File: src/rtl/i2c_bit_timer.sv
module i2c_bit_timer #(
  parameter int CNT_W      = 16,
  parameter int SCALE_LOG2 = 3
) (
  input  logic               clk,
  input  logic               rst_n,
  input  logic [2*CNT_W-1:0] divisor,
  input  logic               cmd_valid,
  input  logic [1:0]         cmd_op,
  input  logic [7:0]         cmd_wdata,
  input  logic               cmd_ack,
  output logic               busy,
  output logic               done,
  output logic [7:0]         rd_data,
  output logic               ack_out,
  input  logic               scl_in,
  input  logic               sda_in,
  output logic               scl_oe,
  output logic               sda_oe
);
  localparam int TW = CNT_W + SCALE_LOG2;
  localparam logic [1:0] OP_START = 2'b00;
  localparam logic [1:0] OP_WR    = 2'b10;
  localparam logic [1:0] OP_RD    = 2'b11;

  typedef enum logic [1:0] {S_IDLE, S_LOW, S_HIGH, S_HOLD} st_t;
  st_t st;

  logic [1:0]    op;
  logic [7:0]    wdat, sh;
  logic          ackv, ack_r, done_r, scl_drv, sda_drv;
  logic [TW-1:0] cnt;
  logic [3:0]    bitn;
  logic          scl_m, scl_s, sda_m, sda_s;

  wire [CNT_W-1:0] lo_c = (divisor[CNT_W-1:0] == '0) ? CNT_W'(1) : divisor[CNT_W-1:0];
  wire [CNT_W-1:0] hi_c = (divisor[2*CNT_W-1:CNT_W] == '0) ? CNT_W'(1) : divisor[2*CNT_W-1:CNT_W];
  wire [TW-1:0] lo_len = {lo_c, {SCALE_LOG2{1'b0}}};
  wire [TW-1:0] hi_len = {hi_c, {SCALE_LOG2{1'b0}}};

  wire last_lo = (cnt == lo_len - TW'(1));
  wire last_hi = (cnt == hi_len - TW'(1));
  wire mid_lo  = (cnt == (lo_len >> 1));
  wire mid_hi  = (cnt == (hi_len >> 1));
  wire is_byte = op[1];
  wire ninth   = (bitn == 4'd8);

  wire bit_val = ninth ? ((op == OP_RD) ? ackv : 1'b1)
                       : ((op == OP_WR) ? wdat[3'd7 - bitn[2:0]] : 1'b1);
  wire low_val = is_byte ? bit_val : (op == OP_START);

  assign busy    = (st != S_IDLE);
  assign done    = done_r;
  assign rd_data = sh;
  assign ack_out = ack_r;
  assign scl_oe  = scl_drv;
  assign sda_oe  = sda_drv;

  always_ff @(posedge clk or negedge rst_n) begin
    if (!rst_n) begin
      st      <= S_IDLE;
      op      <= OP_START;
      wdat    <= '0;
      ackv    <= 1'b0;
      sh      <= '0;
      ack_r   <= 1'b0;
      done_r  <= 1'b0;
      scl_drv <= 1'b0;
      sda_drv <= 1'b0;
      cnt     <= '0;
      bitn    <= '0;
      scl_m   <= 1'b1;
      scl_s   <= 1'b1;
      sda_m   <= 1'b1;
      sda_s   <= 1'b1;
    end else begin
      scl_m  <= scl_in;
      scl_s  <= scl_m;
      sda_m  <= sda_in;
      sda_s  <= sda_m;
      done_r <= 1'b0;
      case (st)
        S_IDLE: if (cmd_valid) begin
          op   <= cmd_op;
          wdat <= cmd_wdata;
          ackv <= cmd_ack;
          bitn <= '0;
          cnt  <= '0;
          if (cmd_op == OP_START && !scl_drv) begin
            st <= S_HIGH;
          end else begin
            st      <= S_LOW;
            scl_drv <= 1'b1;
          end
        end
        S_LOW: begin
          cnt <= cnt + TW'(1);
          if (mid_lo) sda_drv <= ~low_val;
          if (last_lo) begin
            cnt     <= '0;
            scl_drv <= 1'b0;
            st      <= S_HIGH;
          end
        end
        S_HIGH: if (scl_s) begin
          cnt <= cnt + TW'(1);
          if (mid_hi && is_byte) begin
            if (ninth) ack_r <= sda_s;
            else       sh    <= {sh[6:0], sda_s};
          end
          if (last_hi) begin
            cnt <= '0;
            if (is_byte) begin
              scl_drv <= 1'b1;
              if (ninth) begin
                st     <= S_IDLE;
                done_r <= 1'b1;
              end else begin
                bitn <= bitn + 4'd1;
                st   <= S_LOW;
              end
            end else begin
              sda_drv <= (op == OP_START);
              st      <= S_HOLD;
            end
          end
        end
        S_HOLD: begin
          cnt <= cnt + TW'(1);
          if (last_hi) begin
            cnt <= '0;
            if (op == OP_START) scl_drv <= 1'b1;
            st     <= S_IDLE;
            done_r <= 1'b1;
          end
        end
        default: st <= S_IDLE;
      endcase
    end
  end
endmodule

File: config.mk
export PLATFORM = sky130hd
export DESIGN_NAME = i2c_bit_timer
export DESIGN_NICKNAME = d
export VERILOG_FILES = /design/src/rtl/i2c_bit_timer.sv
export SDC_FILE = /design/constraint.sdc
export NUM_CORES = 1
export LEC_CHECK = 0
export CAP_MARGIN = 20
export CORE_AREA = 2 2 101 103
export CTS_BUF_LIST = sky130_fd_sc_hd__clkbuf_4
export DETAILED_ROUTE_END_ITERATION = 12
export DIE_AREA = 0 0 103 105
export GPL_TIMING_DRIVEN = 0
export PLACE_DENSITY = 0.81
export RECOVER_POWER = 100
export SLEW_MARGIN = 30
export SYNTH_ARGS = -nofsm -noshare
export SYNTH_HDL_FRONTEND = slang
export SYNTH_SLANG_ARGS = --single-unit
File: constraint.sdc
create_clock -name clk -period 2.99 [get_ports clk]
set_input_delay 0.598 -clock clk [delete_from_list [all_inputs] [get_ports clk]]
set_output_delay 0.598 -clock clk [all_outputs]
set_load 0.05 [all_outputs]
Word level (Yosys, flattened, before mapping)

Cells that the tools add are included.

Add/sub/neg operators: 5
Order comparisons: 1
Equality and inequality tests: 21
Muxes and demuxes: 48
Bitwise gates (word level): 2
Reduce and logical (&&, ||, !) cells: 19

Operator list:

| cell                  | number |
|---|---|
| $mux 19               | 4 |
| $pmux 19 s4           | 1 |
| $eq 19x18->1          | 2 |
| $eq 19x19->1          | 2 |
| $sub 19x1->19 const B | 2 |
| $logic_not 16->1      | 2 |
| $mux 16               | 2 |
| $mux 1                | 23 |
| $ne 2x2->1 const B    | 11 |
| $mux 4                | 5 |
| $add 19x1->19 const B | 1 |
| $mux 2                | 7 |
| $reduce_and 5->1      | 2 |
| $eq 2x2->1 const B    | 4 |
| $pmux 2 s4            | 1 |
| $pmux 4 s2            | 1 |
| $reduce_and 4->1      | 2 |
| $reduce_and 8->1      | 1 |
| $logic_not 2->1       | 3 |
| $reduce_and 6->1      | 1 |
| $reduce_bool 2->1     | 3 |
| $add 4x1->4 const B   | 1 |
| $eq 4x4->1 const B    | 1 |
| $lt 3x4->1 const B    | 1 |
| other kinds (9)       | 13 |

Flip-flop bits (word level): 52
Bits of input ports: 48
Output and inout bits: 13
Logic and storage cells: 111

Longest topological paths before layout

Gate-level depths: netlist (run 1).

Depth after elaboration: 9
Gate-level depth with buffers: 15
Mapped depth without buffers: 12

Worst setup path before layout (run 1)

No wires, ideal clock.

Kind: input port to flip-flop
Start: input port divisor[13]
End: register cnt[14]
Setup time: 0.131 ns
Arrival time: 3.646 ns
Data required time: 2.859 ns
Slack: -0.787 ns
Stages on the path: 14
Path buffers: 3
Path through: clkbuf_1 > nor4_4 > a41oi_1 > ha_1 > or3b_1 > clkbuf_1 > nor2_1 > nor4bb_1 > o32ai_4 > nor4_2 > a21oi_2 > buf_2 > o22ai_1 > o21ai_0

Longest elaborated chain between the ends: 6

Ends and longest elaborated chain:

| what                   | RTL line | text |
|---|---|---|
| start: declaration     | 7        | `input logic [2*CNT_W-1:0] divisor,` |
| $logic_not 16->1       | 36       | `wire [CNT_W-1:0] lo_c = (divisor[CNT_W-1:0] == '0) ? CNT_W'(1) : divisor[CNT_W-1:0];` |
| $mux 16 (*)            | 36       |  |
| $sub 19x1->19 (*)      | 41       | `wire last_lo = (cnt == lo_len - TW'(1));` |
| $eq 19x19->1 (*)       | 41       |  |
| $mux 19 (*)            | 99       | `if (last_lo) begin` |
| $pmux 19 s4 (*)        | 82       | `case (st)` |
| end signal: assignment | 97       | `cnt <= cnt + TW'(1);` |
| end signal: assignment | 106      | `cnt <= cnt + TW'(1);` |
| end signal: assignment | 129      | `cnt <= cnt + TW'(1);` |
| end: declaration       | 32       | `logic [TW-1:0] cnt;` |

Every way passes the cells marked *; elsewhere a longest branch is shown, timed or not.
A chain may end at the register's enable or synchronous reset.

Worst setup path in the final report (run 1)

Start: input port divisor[20]
End: register sda_drv, in the netlist sda_oe

Longest elaborated chain between the ends: 6

Ends and longest elaborated chain:

| what                           | RTL line | text |
|---|---|---|
| $logic_not 16->1               | 37       | `wire [CNT_W-1:0] hi_c = (divisor[2*CNT_W-1:CNT_W] == '0) ? CNT_W'(1) : divisor[2*CNT_W-1:CNT_W];` |
| $mux 16 (*)                    | 37       |  |
| $sub 19x1->19 (*)              | 42       | `wire last_hi = (cnt == hi_len - TW'(1));` |
| $eq 19x19->1 (*)               | 42       |  |
| $ne 2x2->1 (no line) (*)       | -        |  |
| $reduce_and 5->1 (no line) (*) | -        |  |
| end signal: assignment         | 98       | `if (mid_lo) sda_drv <= ~low_val;` |
| end signal: assignment         | 123      | `sda_drv <= (op == OP_START);` |
| end: declaration               | 31       | `logic ackv, ack_r, done_r, scl_drv, sda_drv;` |

Marks and branches as above.

==> results of run 1 <==
-- power breakdown --
part,internal [mW],total (mW),switching (mW)
Clock,0.0938,0.338,0.244
Sequential,0.790,0.864,0.0736
Combinational,0.329,0.721,0.391
Total,1.21,1.92,0.709
-- registers in the layout, indices dropped and copies added (netlist names), 2 cells and up --
| signal | cells |
|---|---|
| bitn | 4 |
| wdat | 8 |
| cnt | 19 |
| op | 2 |
| rd_data | 8 |
| st | 2 |
-- cell families (layout without fill, tap and decap cells) --
logic type      after synthesis  in the layout
simple gates                223            223
compound gates              130            130
buf+inv                      67            149
xor+xnor                     58             58
flops                        52             52
mux                          25             25
fa+ha+maj                     6              6
-- cell type report --
cell class	count	area, µm²	share of cell area
Multi-Input combinational cell	442	3516	0.5752
Sequential cell	52	1306	0.2137
Timing Repair Buffer	74	641.9	0.1050
Buffer	47	347.8	0.05691
Tap cell	133	166.4	0.02723
Inverter	20	75.07	0.01228
Clock buffer	5	37.54	0.006141
Clock inverter	3	21.27	0.003480
-- Yosys cell counts (all sizes together), types with 3 or more instances --
cell     n
or4      7
o22ai   16
nand3   16
a21o     7
and2    10
o31ai    5
a211o    4
xor2    33
dfstp    4
nor4    19
and3    12
a31oi   11
nand4   16
nor2    38
dfrtp   48
xnor2   24
or2      4
inv     20
clkbuf  21
o211ai   3
buf     26
o221ai   3
or3     11
mux2    21
a211oi   6
nor3    18
ha       6
and4b    3
a21oi   24
nor3b    8
nor2b    9
o21ai   22
nand2b   4
nand2   36
-- critical path: cells and delay by family --
kind | cells | cell delay, ps
and+or+nand+nor | 8 | 1640
buffers and inverters | 3 | 390
muxes | 1 | 350
AOI/OAI and AO/OA | 2 | 310
adders and majority gates | 1 | 170
-- metrics by stage --
step,power [mW],hold slack (ps)
2_1_floorplan,1.298,302.4
3_3_place_gp,1.466,345.9
3_5_place_dp,1.495,346.8
4_1_cts,1.850,240.5
5_1_grt,2.028,370.4
6_report,1.923,366.5
-- repair_timing --
| item | in CTS | in global routing |
|---|---|---|
| gates cloned | 1 | 1 |
| pin swaps | 23 | 39 |
| hold buffers | 0 | 0 |
| buffers inserted | 19 | 9 |
| endpoints found under the setup margin | 37 | 28 |
| resized for setup | 77 | 49 |
-- routing by layer --
metal / global-route usage / part of all wire
met5: 0 / 0
met4: 0.09492 / 0.025
met3: 0.02742 / 0.054
met2: 0.4392 / 0.50
met1: 0.3575 / 0.42
-- how the worst max path moves through the flow --
stage                               end  slack, ps   startpoint  depth (start not counted)
finish               sda_oe$_DFFE_PN0P_       -180  divisor[20]                         15
global route         sda_oe$_DFFE_PN0P_       -320  divisor[20]                         15
CTS                  sda_oe$_DFFE_PN0P_       -260  divisor[21]                         15
detailed placement   sda_oe$_DFFE_PN0P_      -1280  divisor[23]                         14
global placement    cnt[14]$_DFFE_PN0P_      -1270  divisor[11]                         13
floorplan            sda_oe$_DFFE_PN0P_       -370  divisor[21]                         14
==> out/qor.csv, run 1 <==
metric,value,unit
dpl_cell_area,5554,µm²
worstPathCellList,buf_12 -> nor4_4 -> buf_4 -> and4_1 -> buf_6 -> a21oi_4 -> ha_4 -> nor3b_4 -> and3_1 -> nor3_2 -> nand4_1 -> and4bb_2 -> nand2_2 -> o41ai_2 -> mux2_1,
drive_gt1_frac,0.2799,
grt_pass1_wl,23200,µm
clock_skew,10.19,ps
min_period_over_period,1.059,
drv_slew,53,
initial_core_util,0.4978,
synth_compound_area_frac,0.1982,
cts.path.max_buffers,2,
dp_hpwl,10260,µm
hp-class,flip-flop to flip-flop,
clock_sinks,52,
port_buffers,44,
die_h,105,µm
place_ws,-1276,ps
synth_area_leaders,"dfrtp_1 25%, xor2_1 6.0%, mux2_2 4.7%, xnor2_1 4.4%, nor2_1 2.9%",
drtIter0Drc,402,
yosys_warnings,0,
wl_per_cell,18.77,µm
synth-xor-area-share,0.1087,
setup_viol,26,
cts_tree,built,
crit_type,input port to flip-flop,
dr.pass1.iters,6,
vias_per_cell,6.299,
grt_max_degree,53,
cts_buffers,5,
synth_cells,561,
num_rows,36,
path_clk_slew,160,ps
end_kind,flip-flop,
via_count,4888,
final_cell_area,6112,µm²
arrival,3460,ps
crit_slowest_cell,and4bb_2,
post-route-util,0.6341,
netlist-cell-type-count,82,
rsz0062_at_grt,yes,
grt_use_total,0.2660,
reg2regPathDepth,9,
antenna_found_initial,0,
place.gp.congestion,0.9611,
layout_commonest_cell,dfrtp_1,
min_period,3167,ps
n_fill_cell,798,
root_buffer,clkbuf_4,
ys_seq_area_frac,0.2722,
instances_no_fill,776,
worst_slack,-176.8,ps
mostFrequentLayoutCells,"48 x dfrtp_1, 36 x nor2_1, 34 x nand2_1",
peakVddDrop,0.0001668,V
failed_checks,"max-capacitance violations, max-slew violations, negative setup slack",
gr-total-overflow,0,
ant_nets,0,
synth_top_area_share,0.2503,
netlist_area,4798,µm²
r2r-start,cnt[3]$_DFFE_PN0P_,
hold_depth,0,
io_pins,61,
synth_nets,615,
r2r-end,cnt[18]$_DFFE_PN0P_,
max_stage_delay,390,ps
routed_wl,14570,µm
final-hold-violation-count,0,
grt_pass1_vias,4757,
ys.flop_type,dfrtp_1,
status,finished with violations,
maxCapViolCount,1,
hold_path_end,scl_s$_DFF_PN1_,
synth.area.mux_share,0.06284,
synth_top_area_cell,dfrtp_1,
antenna_cells,0,
required,3280,ps
area_delta_synth_final,27.38,%
relSlewSlack,-0.8694,
hold_start,scl_m$_DFF_PN1_,
power_density,314.6,nW/µm²
clk_latency,380,ps
die-width,103,µm
syn_avg_cell_area,8.553,µm²
synth_top_family_by_area,simple AND/OR/NAND/NOR gates,
htree_levels,2,
yosys.area_share.simple,0.2777,
max_freq,315.8,MHz
synth-seq-cells,52,
synth_fa_ha_area_frac,0.01565,
regToRegSetupSlack,130,ps
start_kind,input port,
synth_edf_count,0,
tns,-2560,ps
leakage,2.505,nW
dieArea,10820,µm²
core,9639,µm²
path_max_fanout,6,
worstMarginPinSlew,2804,ps
final_net_count,696,
ys_async_sr_fraction,1.000,
drc,0,
place_inst,738,
(Power assumes the default switching activity.)
==> run 2, diff against run 1 <==
--- a/config.mk
+++ b/config.mk
@@ -8,6 +8,7 @@
 export CAP_MARGIN = 20
 export CORE_AREA = 2 2 101 103
 export CTS_BUF_LIST = sky130_fd_sc_hd__clkbuf_4
+export CTS_CLUSTER_SIZE = 12
 export DETAILED_ROUTE_END_ITERATION = 12
 export DIE_AREA = 0 0 103 105
 export GPL_TIMING_DRIVEN = 0
==> results of run 2 <==
Final layout, timing and power as in run 1 (identical DEF).
==> run 3, diff against run 2 <==
--- a/config.mk
+++ b/config.mk
@@ -8,7 +8,6 @@
 export CAP_MARGIN = 20
 export CORE_AREA = 2 2 101 103
 export CTS_BUF_LIST = sky130_fd_sc_hd__clkbuf_4
-export CTS_CLUSTER_SIZE = 12
 export DETAILED_ROUTE_END_ITERATION = 12
 export DIE_AREA = 0 0 103 105
 export GPL_TIMING_DRIVEN = 0
==> results of run 3 <==
Final layout, timing and power as in run 1 (identical DEF).
